--- config.mk ---
export PLATFORM = sky130hd
export DESIGN_NAME = baud_gen_top
export DESIGN_NICKNAME = d
export VERILOG_FILES = /design/src/rtl/baud_pkg.sv /design/src/rtl/baud_prescaler.sv /design/src/rtl/baud_rate_div.sv /design/src/rtl/baud_ovs_div.sv /design/src/rtl/baud_gen_top.sv
export SDC_FILE = /design/constraint.sdc
export NUM_CORES = 1
export LEC_CHECK = 0
export ABC_AREA = 0
export BUFFER_PORTS_ARGS = -buffer_cell sky130_fd_sc_hd__buf_2
export CAP_MARGIN = 10
export CORE_UTILIZATION = 30
export CTS_CLUSTER_DIAMETER = 80
export DETAILED_ROUTE_END_ITERATION = 10
export GPL_TIMING_DRIVEN = 0
export PLACE_DENSITY = 0.46
export SKIP_CTS_REPAIR_TIMING = 1
export SYNTH_ARGS = -nofsm -noshare
export SYNTH_HDL_FRONTEND = slang
export SYNTH_SLANG_ARGS = --single-unit
--- constraint.sdc ---
create_clock -name clk -period 4.4 [get_ports clk]
set_input_delay 1.1 -clock clk [delete_from_list [all_inputs] [get_ports clk]]
set_output_delay 1.1 -clock clk [all_outputs]
set_load 0.02 [all_outputs]
--- src/rtl/baud_pkg.sv ---
package baud_pkg;
    localparam int PRE_RATIO_MAX = 13;
    localparam int PRE_CW        = $clog2(PRE_RATIO_MAX);

    function automatic int unsigned pre_ratio(input logic [1:0] code);
        case (code)
            2'b00:   return 1;
            2'b01:   return 3;
            2'b10:   return 4;
            default: return 13;
        endcase
    endfunction
endpackage

--- src/rtl/baud_prescaler.sv ---
module baud_prescaler
    import baud_pkg::*;
(
    input  logic       clk,
    input  logic       rst_n,
    input  logic       clr,
    input  logic [1:0] code,
    output logic       tick
);
    typedef struct packed {
        logic [PRE_CW-1:0] cnt;
    } pre_state_t;

    pre_state_t s_d, s_q;
    logic [PRE_CW-1:0] last;

    always_comb begin
        s_d  = s_q;
        last = PRE_CW'(pre_ratio(code) - 1);
        tick = !clr && (s_q.cnt >= last);
        if (clr || tick)
            s_d.cnt = '0;
        else
            s_d.cnt = s_q.cnt + PRE_CW'(1);
    end

    always_ff @(posedge clk or negedge rst_n) begin
        if (!rst_n) s_q <= '0;
        else        s_q <= s_d;
    end
endmodule

--- src/rtl/baud_rate_div.sv ---
module baud_rate_div #(
    parameter int RATE_W = 3
) (
    input  logic              clk,
    input  logic              rst_n,
    input  logic              clr,
    input  logic              en,
    input  logic [RATE_W-1:0] rsel,
    output logic              tick
);
    localparam int CW = (1 << RATE_W) - 1;

    typedef struct packed {
        logic [CW-1:0] cnt;
    } rate_state_t;

    rate_state_t   s_d, s_q;
    logic [CW-1:0] mask;

    always_comb begin
        s_d  = s_q;
        mask = (CW'(1) << rsel) - CW'(1);
        tick = en && !clr && ((s_q.cnt & mask) == mask);
        if (clr)
            s_d.cnt = '0;
        else if (en)
            s_d.cnt = (s_q.cnt + CW'(1)) & mask;
    end

    always_ff @(posedge clk or negedge rst_n) begin
        if (!rst_n) s_q <= '0;
        else        s_q <= s_d;
    end
endmodule

--- src/rtl/baud_ovs_div.sv ---
module baud_ovs_div #(
    parameter int OVS = 16
) (
    input  logic clk,
    input  logic rst_n,
    input  logic en,
    output logic tick
);
    localparam int OW = $clog2(OVS);

    typedef struct packed {
        logic [OW-1:0] cnt;
    } ovs_state_t;

    ovs_state_t s_d, s_q;

    always_comb begin
        s_d  = s_q;
        tick = en && (s_q.cnt == OW'(OVS - 1));
        if (en)
            s_d.cnt = tick ? '0 : s_q.cnt + OW'(1);
    end

    always_ff @(posedge clk or negedge rst_n) begin
        if (!rst_n) s_q <= '0;
        else        s_q <= s_d;
    end
endmodule

--- src/rtl/baud_gen_top.sv ---
module baud_gen_top #(
    parameter int RATE_W = 3,
    parameter int OVS    = 16
) (
    input  logic              clk,
    input  logic              rst_n,
    input  logic [1:0]        presc_sel,
    input  logic [RATE_W-1:0] rate_sel,
    output logic              rx16_tick,
    output logic              tx1_tick
);
    localparam int SW = 2 + RATE_W;

    typedef struct packed {
        logic [SW-1:0] sel;
        logic          armed;
        logic          rx;
        logic          tx;
    } top_state_t;

    top_state_t    s_d, s_q;
    logic [SW-1:0] sel_now;
    logic          sel_change;
    logic          pre_tick;
    logic          rate_tick;
    logic          ovs_tick;

    baud_prescaler u_pre (
        .clk   (clk),
        .rst_n (rst_n),
        .clr   (sel_change),
        .code  (presc_sel),
        .tick  (pre_tick)
    );

    baud_rate_div #(.RATE_W(RATE_W)) u_rate (
        .clk   (clk),
        .rst_n (rst_n),
        .clr   (sel_change),
        .en    (pre_tick),
        .rsel  (rate_sel),
        .tick  (rate_tick)
    );

    baud_ovs_div #(.OVS(OVS)) u_ovs (
        .clk   (clk),
        .rst_n (rst_n),
        .en    (rate_tick),
        .tick  (ovs_tick)
    );

    always_comb begin
        sel_now    = {presc_sel, rate_sel};
        sel_change = s_q.armed && (sel_now != s_q.sel);
        s_d        = s_q;
        s_d.sel    = sel_now;
        s_d.armed  = 1'b1;
        s_d.rx     = rate_tick;
        s_d.tx     = ovs_tick;
    end

    always_ff @(posedge clk or negedge rst_n) begin
        if (!rst_n) s_q <= '0;
        else        s_q <= s_d;
    end

    assign rx16_tick = s_q.rx;
    assign tx1_tick  = s_q.tx;
endmodule

==> qor.yml, run 1 <==
dieArea_um2: 4690
dpl.hpwl_um: 1860
yosysMostFrequentCell: "dfrtp_1"
synthesis.area_um2: 1330
cp-end-kind: "register"
gp_congestion: 0.753
worst_slew_pin_slew_ns: 0.524
ys_seq_elements: 23
fp.coreArea_um2: 4120
synth.top_cells.by_count: "dfrtp_1 (23), ha_1 (9), a21oi_1 (8), nand2_1 (8), nor2_1 (8)"
power.leakage_nw: 0.674
r2r_start: "u_pre.s_q[0]"
route.detailed.drc: 0
setup_tns_ns: 0
die_y_um: 68.5
synth_edf_count: 0
seq_area_frac_synth: 0.434
hold_path.class: "reg2reg"
timing.fmax_ghz: 0.347
crit_arrival_ns: 3.04
antenna_found_initial: 0
place_area_um2: 1430
gr-total-overflow: 0
dr.pass1.iters: 2
initial_core_util: 0.323
reg2reg_to: "u_ovs.s_q[0]"
post-route-period-util: 0.655
synth_cells: 124
yosysWarnings: 0
synth_cell_types: 41
grt_max_degree: 24
maxSlewViolCount: 0
multiInputGateArea_um2: 698
critPathLaunchType: "primary input"
synthArstFlopShare: 1.00
reg2reg_slack_ns: 2.22
num_io_pins: 9
clk_root_buffer_cell: "clkbuf_8"
max-cap-violations: 0
outcome: "finished, final reports clean"
synth_area_per_cell_um2: 10.7
via_per_inst: 4.87
period_needed_ns: 2.88
worstPathRequired_ns: 4.56
drive_gt1_frac: 0.184
drt_iter0_markers: 13
cp_max_fo: 7
num_vias: 906
diodes: 0
ir_drop_v: 0.000114
filler_cell_count: 425
die_x_um: 68.5
regArea_um2: 576
grt_pass1_wl_um: 4400
yosysTopAreaCellShare: 0.434
min_from: "u_pre.s_q[0]"
rr_worst_depth: 7
max_slew_margin: 0.649
powerDensity_nw_per_um2: 348
h-tree-depth: 1
worst-setup-path-type: "in2reg"
hold_depth: 1
grtUsageTotal: 0.127
clk_latency_ns: 0.27
rsz0062_at_grt: "no"
synth_nets: 140
hold-path-endpoint: "u_pre.s_q[0]"
fin_skew_ns: 0.00368
wl_per_cell_um: 13.5
setup_viol: 0
grt_pass1_vias: 929
clock-sinks: 23
clk_pin_slew_ns: 0.09
antenna_left: 0
syn_to_final_growth_pct: 11.4
cts_buffer_depth: 2
cts_tree: "built"
synth_area_leaders: "dfrtp_1 (43%), ha_1 (8.5%), a2111oi_4 (4.1%), a21oi_1 (3.0%), xnor2_1 (2.6%)"
ys.flop_type: "dfrtp_1"
hold_viol_final: 0
core.rowCount: 23
cts_made_buffers: 3
layout.nets: 153
drt-total-wl_um: 2510
portBuffers: 8
yosysTopAreaCell: "dfrtp_1"
final_area_um2: 1480
[area by class of cell]
class / instances / area share
Inverter: 6 / 0.0152
Tap cell: 50 / 0.0423
Buffer: 4 / 0.0212
Timing Repair Buffer: 8 / 0.0271
Clock inverter: 1 / 0.00508
Clock buffer: 3 / 0.0279
Sequential cell: 23 / 0.389
Multi-Input combinational cell: 91 / 0.472
[power breakdown]
group          internal [mW]  switching (mW)  total [mW]
registers              0.229          0.0214       0.251
logic                 0.0576          0.0674       0.125
clock network         0.0641          0.0743       0.138
total                  0.351           0.163       0.514
[per-stage QoR]
step	hold slack, ns	setup WS [ns]	util	total power, mW	std cells
after floorplan	0.453	1.56	-	0.346	124
after global placement	0.481	1.27	0.348	0.376	182
after detailed placement	0.493	1.24	0.348	0.381	182
after CTS	0.506	1.53	0.359	0.521	186
after global routing	0.553	1.43	0.359	0.552	186
final	0.502	1.52	0.359	0.514	186
[logic make-up (layout without fill, tap and decap cells)]
logic type	after synthesis	count (layout)	share of synthesized area
buffers and inverters	10	22	0.0405
other	1	1	0.00282
adders and majority gates	9	9	0.0848
xor gates and xnor gates	8	8	0.0528
muxes	2	2	0.0226
AOI/OAI and AO/OA	24	24	0.147
DFF	23	23	0.434
and+or+nand+nor	47	47	0.216
[registers in the layout (all words and copies together), names as in the netlist]
signal      cells
rx16_tick       1
u_pre.s_q       4
tx1_tick        1
u_rate.s_q      7
s_q             6
u_ovs.s_q       4
[cell usage in the layout (no fill, tap or decap), drive strengths merged, types with 2 or more instances in the layout]
| cell type | instances |
|---|---|
| clkbuf | 3 |
| xor2 | 4 |
| nor2b | 2 |
| nand2b | 5 |
| mux2 | 2 |
| and2 | 4 |
| a31oi | 2 |
| a21oi | 8 |
| nor2 | 9 |
| xnor2 | 4 |
| ha | 9 |
| nor3 | 2 |
| o21ai | 2 |
| a2111oi | 2 |
| nand3 | 4 |
| dfrtp | 23 |
| or2 | 2 |
| or3 | 2 |
| o211ai | 2 |
| nand4b | 3 |
| nand2 | 8 |
| inv | 6 |
| nor4 | 3 |
| a21boi | 2 |
| buf | 12 |
[worst max-delay path by stage]
stage            startpoint      endpoint  slack, ns
6_report       presc_sel[0]  u_ovs.s_q[0]       1.52
5_1_grt        presc_sel[0]  u_ovs.s_q[0]       1.43
4_1_cts        presc_sel[0]  u_ovs.s_q[0]       1.53
3_5_place_dp   presc_sel[0]  u_ovs.s_q[0]       1.24
3_3_place_gp   presc_sel[0]  u_ovs.s_q[0]       1.27
2_1_floorplan  presc_sel[0]  u_ovs.s_q[0]       1.56
[worst max-delay path, cell delays in order]
cell and delay (ns):
buf_2 0.12, inv_1 0.05, ha_1 0.19, ha_1 0.26
nand2b_4 0.15, a2111oi_4 0.56, nor2_2 0.17, nand3b_4 0.15
mux2_4 0.30
[routing by layer]
layer  track usage  vias up  routed length, um
li1              -      462                  -
met4        0.0391        0                 17
met2         0.225        6               1270
met1         0.153      436               1170
met3        0.0247        2                 51
met5             0        -                  0
No activity file was read; power rests on OpenSTA's default activity.
==> run 2: changes to the inputs <==
- PLACE_DENSITY: 0.46 -> 0.48
- clock period: 4.4 -> 2.55 ns (I/O delays scaled with it)
==> qor.yml, run 2 (same netlist as run 1, synthesis figures left out) <==
slowest_stage: "nor2_1"
clk_pin_slew_ns: 0.08  # about the same
cp_num_buf_inv: 2  # unchanged
cts_tree: "built"
grt_max_degree: 24  # unchanged
syn_to_final_growth_pct: 11.7
max_slew_margin: 0.638  # -0.0112
via_per_inst: 5.02  # +3.1%
hold_viol_final: 0  # unchanged
dpl.hpwl_um: 1810  # -2.6%
layout.nets: 154  # +0.65%
clock-sinks: 23  # unchanged
wl_per_cell_um: 14.0  # +4.1%
crit_family: "simple AND/OR/NAND/NOR gates"
dr.pass1.iters: 4  # +2
clk_root_buffer_cell: "clkbuf_8"
gp_congestion: 0.762  # +1.2%
dp.cells: 182  # unchanged
dieArea_um2: 4690  # unchanged
regMostFlops: "u_rate.s_q"
worstPathRequired_ns: 2.70  # -1.86 ns
grt_pass1_wl_um: 4580  # +4.2%
drt-total-wl_um: 2620  # +4.6%
core.rowCount: 23  # unchanged
path_cells: "buf_2 > ha_1 > inv_1 > ha_1 > o21a_1 > nor2_1 > nor2_2 > nand3b_4 > mux2_4"
ir_drop_v: 0.000218  # +91%
drt_iter0_markers: 26  # +13
worst_slew_pin_slew_ns: 0.541  # +0.0167 ns
h-tree-depth: 1  # unchanged
fin_skew_ns: 0.00159  # -0.00209 ns
gr-total-overflow: 0  # unchanged
power.leakage_nw: 0.680  # +0.84%
worst-setup-path-type: "in2reg"
num_vias: 939  # +3.6%
post-route-period-util: 0.891
drive_gt1_frac: 0.182  # -0.00134
max-cap-violations: 0  # unchanged
antenna_found_initial: 0  # unchanged
setup_viol: 0  # unchanged
crit_arrival_ns: 2.43  # -0.61 ns
route.detailed.drc: 0  # unchanged
critPathLaunchType: "primary input"
initial_core_util: 0.323  # unchanged
cp_max_fo: 7  # unchanged
die_y_um: 68.5  # unchanged
cp-end-kind: "register"
powerDensity_nw_per_um2: 600  # +73%
timing.fmax_ghz: 0.440
most-common-layout-cells: "dfrtp_1 (23), buf_2 (9), ha_1 (9)"
instances_no_fill: 187  # +0.54%
clk_latency_ns: 0.26  # about the same
reg.largest.list: "u_rate.s_q x7, s_q x6"
hold_slack_ns: 0.343  # -0.160 ns
layout_commonest_cell: "dfrtp_1"
cts_buffer_depth: 2  # unchanged
outcome: "finished, final reports clean"
grt_pass1_vias: 930  # +0.11%
filler_cell_count: 424  # -0.24%
period_needed_ns: 2.27
crit_top_cell: "ha_1"
cts_made_buffers: 3  # unchanged
diodes: 0  # unchanged
place_area_um2: 1430  # unchanged
antenna_left: 0  # unchanged
largest_reg_flops: 7  # unchanged
num_io_pins: 9  # unchanged
setup_tns_ns: 0  # unchanged
max_stage_delay_ns: 0.42  # -0.14 ns
portBuffers: 8  # unchanged
die_x_um: 68.5  # unchanged
grtUsageTotal: 0.138  # +0.0105
fp.coreArea_um2: 4120  # unchanged
maxSlewViolCount: 0  # unchanged
rsz0062_at_grt: "no"
hold_path.class: "in2async"
final_area_um2: 1480  # +0.25%
p_total_uw: 890  # +73%
## run 2: stage by stage
stage | utilization | worst slack [ns]
CTS | 0.358 | 0.0938
detailed placement | 0.348 | -0.191
global placement | 0.348 | -0.140
finish | 0.360 | 0.277
floorplan | - | 0.174
global route | 0.360 | 0.132
## run 2: layout make-up
cell class	count	area (um2)	area share
flip-flops and latches	23	576	0.388
clock buffers	4	45.0	0.0304
plain buffers	4	31.3	0.0211
multi-input cells	91	698	0.471
inverters	6	22.5	0.0152
repair buffers	9	47.5	0.0321
well taps	50	62.6	0.0422
## run 2: report_power, final
group	internal [mW]	switching (mW)	total (mW)
clock	0.112	0.116	0.228
combinational	0.109	0.122	0.230
sequential	0.396	0.0357	0.432
## run 2: routing by layer
layer	track usage	routed length, um
met1	0.176	1320
met5	0	0
met3	0.0395	77
met4	0.0391	23
met2	0.224	1210
## run 2: path summary, 6_finish.rpt
path	startpoint	end	slack, ns	cells past startpoint
max in group asynchronous	rst_n	u_rate.s_q[2]	1.85	1
worst min-delay path	rst_n	u_pre.s_q[0]	0.34	1
worst max-delay path	presc_sel[0]	u_ovs.s_q[0]	0.28	9
worst max register to register	u_pre.s_q[2]	u_ovs.s_q[0]	0.54	6
min in group clk	u_pre.s_q[0]	u_pre.s_q[0]	0.50	1
worst min register to register	u_pre.s_q[0]	u_pre.s_q[0]	0.50	1
## run 2: worst register-to-register path, cell delays in order (launching register included)
cell and delay [ns]:
dfrtp_1 0.42, ha_1 0.30, o21a_1 0.17, nor2_1 0.42, nor2_2 0.14, nand3b_4 0.15
mux2_4 0.30
==> run 3: changes to the inputs <==
--- a/config.mk
+++ b/config.mk
@@ -13,5 +13,5 @@
 export DETAILED_ROUTE_END_ITERATION = 10
 export GPL_TIMING_DRIVEN = 0
-export PLACE_DENSITY = 0.48
+export PLACE_DENSITY = 0.49
 export SKIP_CTS_REPAIR_TIMING = 1
 export SYNTH_ARGS = -nofsm -noshare
==> constraint.sdc (replaced) <==
create_clock -name clk -period 2.55 [get_ports clk]
set_input_delay 0.3825 -clock clk [delete_from_list [all_inputs] [get_ports clk]]
set_output_delay 0.3825 -clock clk [all_outputs]
set_load 0.02 [all_outputs]
==> qor.yml, run 3 (same netlist as run 1, synthesis figures left out) <==
regMostFlops: "u_rate.s_q"
outcome: "finished, final reports clean"
clk_latency_ns: 0.27  # about the same
fin_skew_ns: 0.00582  # +0.00424 ns
most-common-layout-cells: "dfrtp_1 (23), buf_2 (9), ha_1 (9)"
dieArea_um2: 4690  # unchanged
cts_tree: "built"
wl_per_cell_um: 13.2  # -5.8%
syn_to_final_growth_pct: 11.2
die_y_um: 68.5  # unchanged
crit_arrival_ns: 2.31  # -0.12 ns
layout.nets: 153  # -0.65%
antenna_left: 0  # unchanged
max_stage_delay_ns: 0.54  # +0.12 ns
grtUsageTotal: 0.122  # -0.0160
num_io_pins: 9  # unchanged
drt-total-wl_um: 2460  # -6.3%
cp_max_fo: 7  # unchanged
clk_pin_slew_ns: 0.09  # about the same
post-route-period-util: 0.843  # -0.0481
gr-total-overflow: 0  # unchanged
worst_slew_pin_slew_ns: 0.528  # -0.0130 ns
hold_viol_final: 0  # unchanged
largest_reg_flops: 7  # unchanged
worstPathRequired_ns: 2.71  # about the same
maxSlewViolCount: 0  # unchanged
initial_core_util: 0.323  # unchanged
clk_root_buffer_cell: "clkbuf_8"
crit_family: "compound AO/OA/AOI/OAI gates"
grt_pass1_wl_um: 4090  # -11%
path_cells: "inv_1 > ha_1 > nand2b_4 > a2111oi_4 > nor2_2 > nand3b_4 > mux2_4"
critPathLaunchType: "register"
via_per_inst: 4.98  # -0.85%
hold_path.class: "in2async"
reg.largest.list: "u_rate.s_q x7, s_q x6"
setup_viol: 0  # unchanged
layout_commonest_cell: "dfrtp_1"
cp_num_buf_inv: 1  # -1
ir_drop_v: 0.000325  # +49%
grt_max_degree: 24  # unchanged
cts_buffer_depth: 2  # unchanged
worst-setup-path-type: "reg2reg"
timing.fmax_ghz: 0.465  # +5.7%
clock-sinks: 23  # unchanged
grt_pass1_vias: 871  # -6.3%
die_x_um: 68.5  # unchanged
fp.coreArea_um2: 4120  # unchanged
route.detailed.drc: 0  # unchanged
rsz0062_at_grt: "no"
powerDensity_nw_per_um2: 593  # -1.2%
antenna_found_initial: 0  # unchanged
gp_congestion: 0.770  # +0.93%
max-cap-violations: 0  # unchanged
num_vias: 926  # -1.4%
drive_gt1_frac: 0.184  # +0.00134
diodes: 0  # unchanged
core.rowCount: 23  # unchanged
period_needed_ns: 2.15  # -0.123 ns
cp-end-kind: "register"
portBuffers: 8  # unchanged
cts_made_buffers: 3  # unchanged
slowest_stage: "a2111oi_4"
dr.pass1.iters: 4  # unchanged
hold_slack_ns: 0.0805  # -0.262 ns
setup_tns_ns: 0  # unchanged
dpl.hpwl_um: 1830  # +0.95%
power.leakage_nw: 0.678  # -0.28%
max_slew_margin: 0.648  # +0.00999
drt_iter0_markers: 23  # -12%
final_util: 0.359  # -0.00152
h-tree-depth: 1  # unchanged
-- run 3: path summary, 6_finish.rpt --
check	from	end	slack [ns]	cells after the start
max reg2reg	u_pre.s_q[0]	u_ovs.s_q[1]	0.40	7
min in group clk	rate_sel[1]	s_q[4]	0.24	1
max	u_pre.s_q[0]	u_ovs.s_q[1]	0.40	7
max in group asynchronous	rst_n	u_rate.s_q[2]	2.11	1
min	rst_n	s_q[2]	0.08	1
min reg2reg	u_pre.s_q[0]	u_pre.s_q[0]	0.50	1
-- run 3: power breakdown --
part,internal [mW],switching [mW],total [mW],leakage [nW]
Combinational,0.0985,0.114,0.213,0.349
Sequential,0.396,0.0368,0.433,0.303
Clock,0.109,0.120,0.230,0.0255
-- run 3: layout make-up --
type / instances / area [um2]
multi-input cells: 91 / 698
repair buffers: 8 / 40.0
clock buffers: 3 / 41.3
inverters: 6 / 22.5
plain buffers: 4 / 31.3
clock inverters: 1 / 5.00
fillers: 426 / 2640
well taps: 50 / 62.6
flip-flops and latches: 23 / 576
-- run 3: per-stage QoR --
step / instance area (um2) / power (mW) / setup slack [ns] / cells
2_1_floorplan: 1330 / 0.597 / 0.429 / 124
6_report: 1480 / 0.875 / 0.400 / 186
5_1_grt: 1480 / 0.931 / 0.283 / 186
3_5_place_dp: 1430 / 0.658 / 0.112 / 182
3_3_place_gp: 1430 / 0.650 / 0.120 / 182
4_1_cts: 1480 / 0.889 / 0.391 / 186
-- run 3: per-layer routing --
metal	wire length, um	global-route usage	part of all wire
met5	0	0	0
met4	25	0.0313	0.010
met3	61	0.0395	0.025
met2	1180	0.206	0.48
met1	1190	0.147	0.48
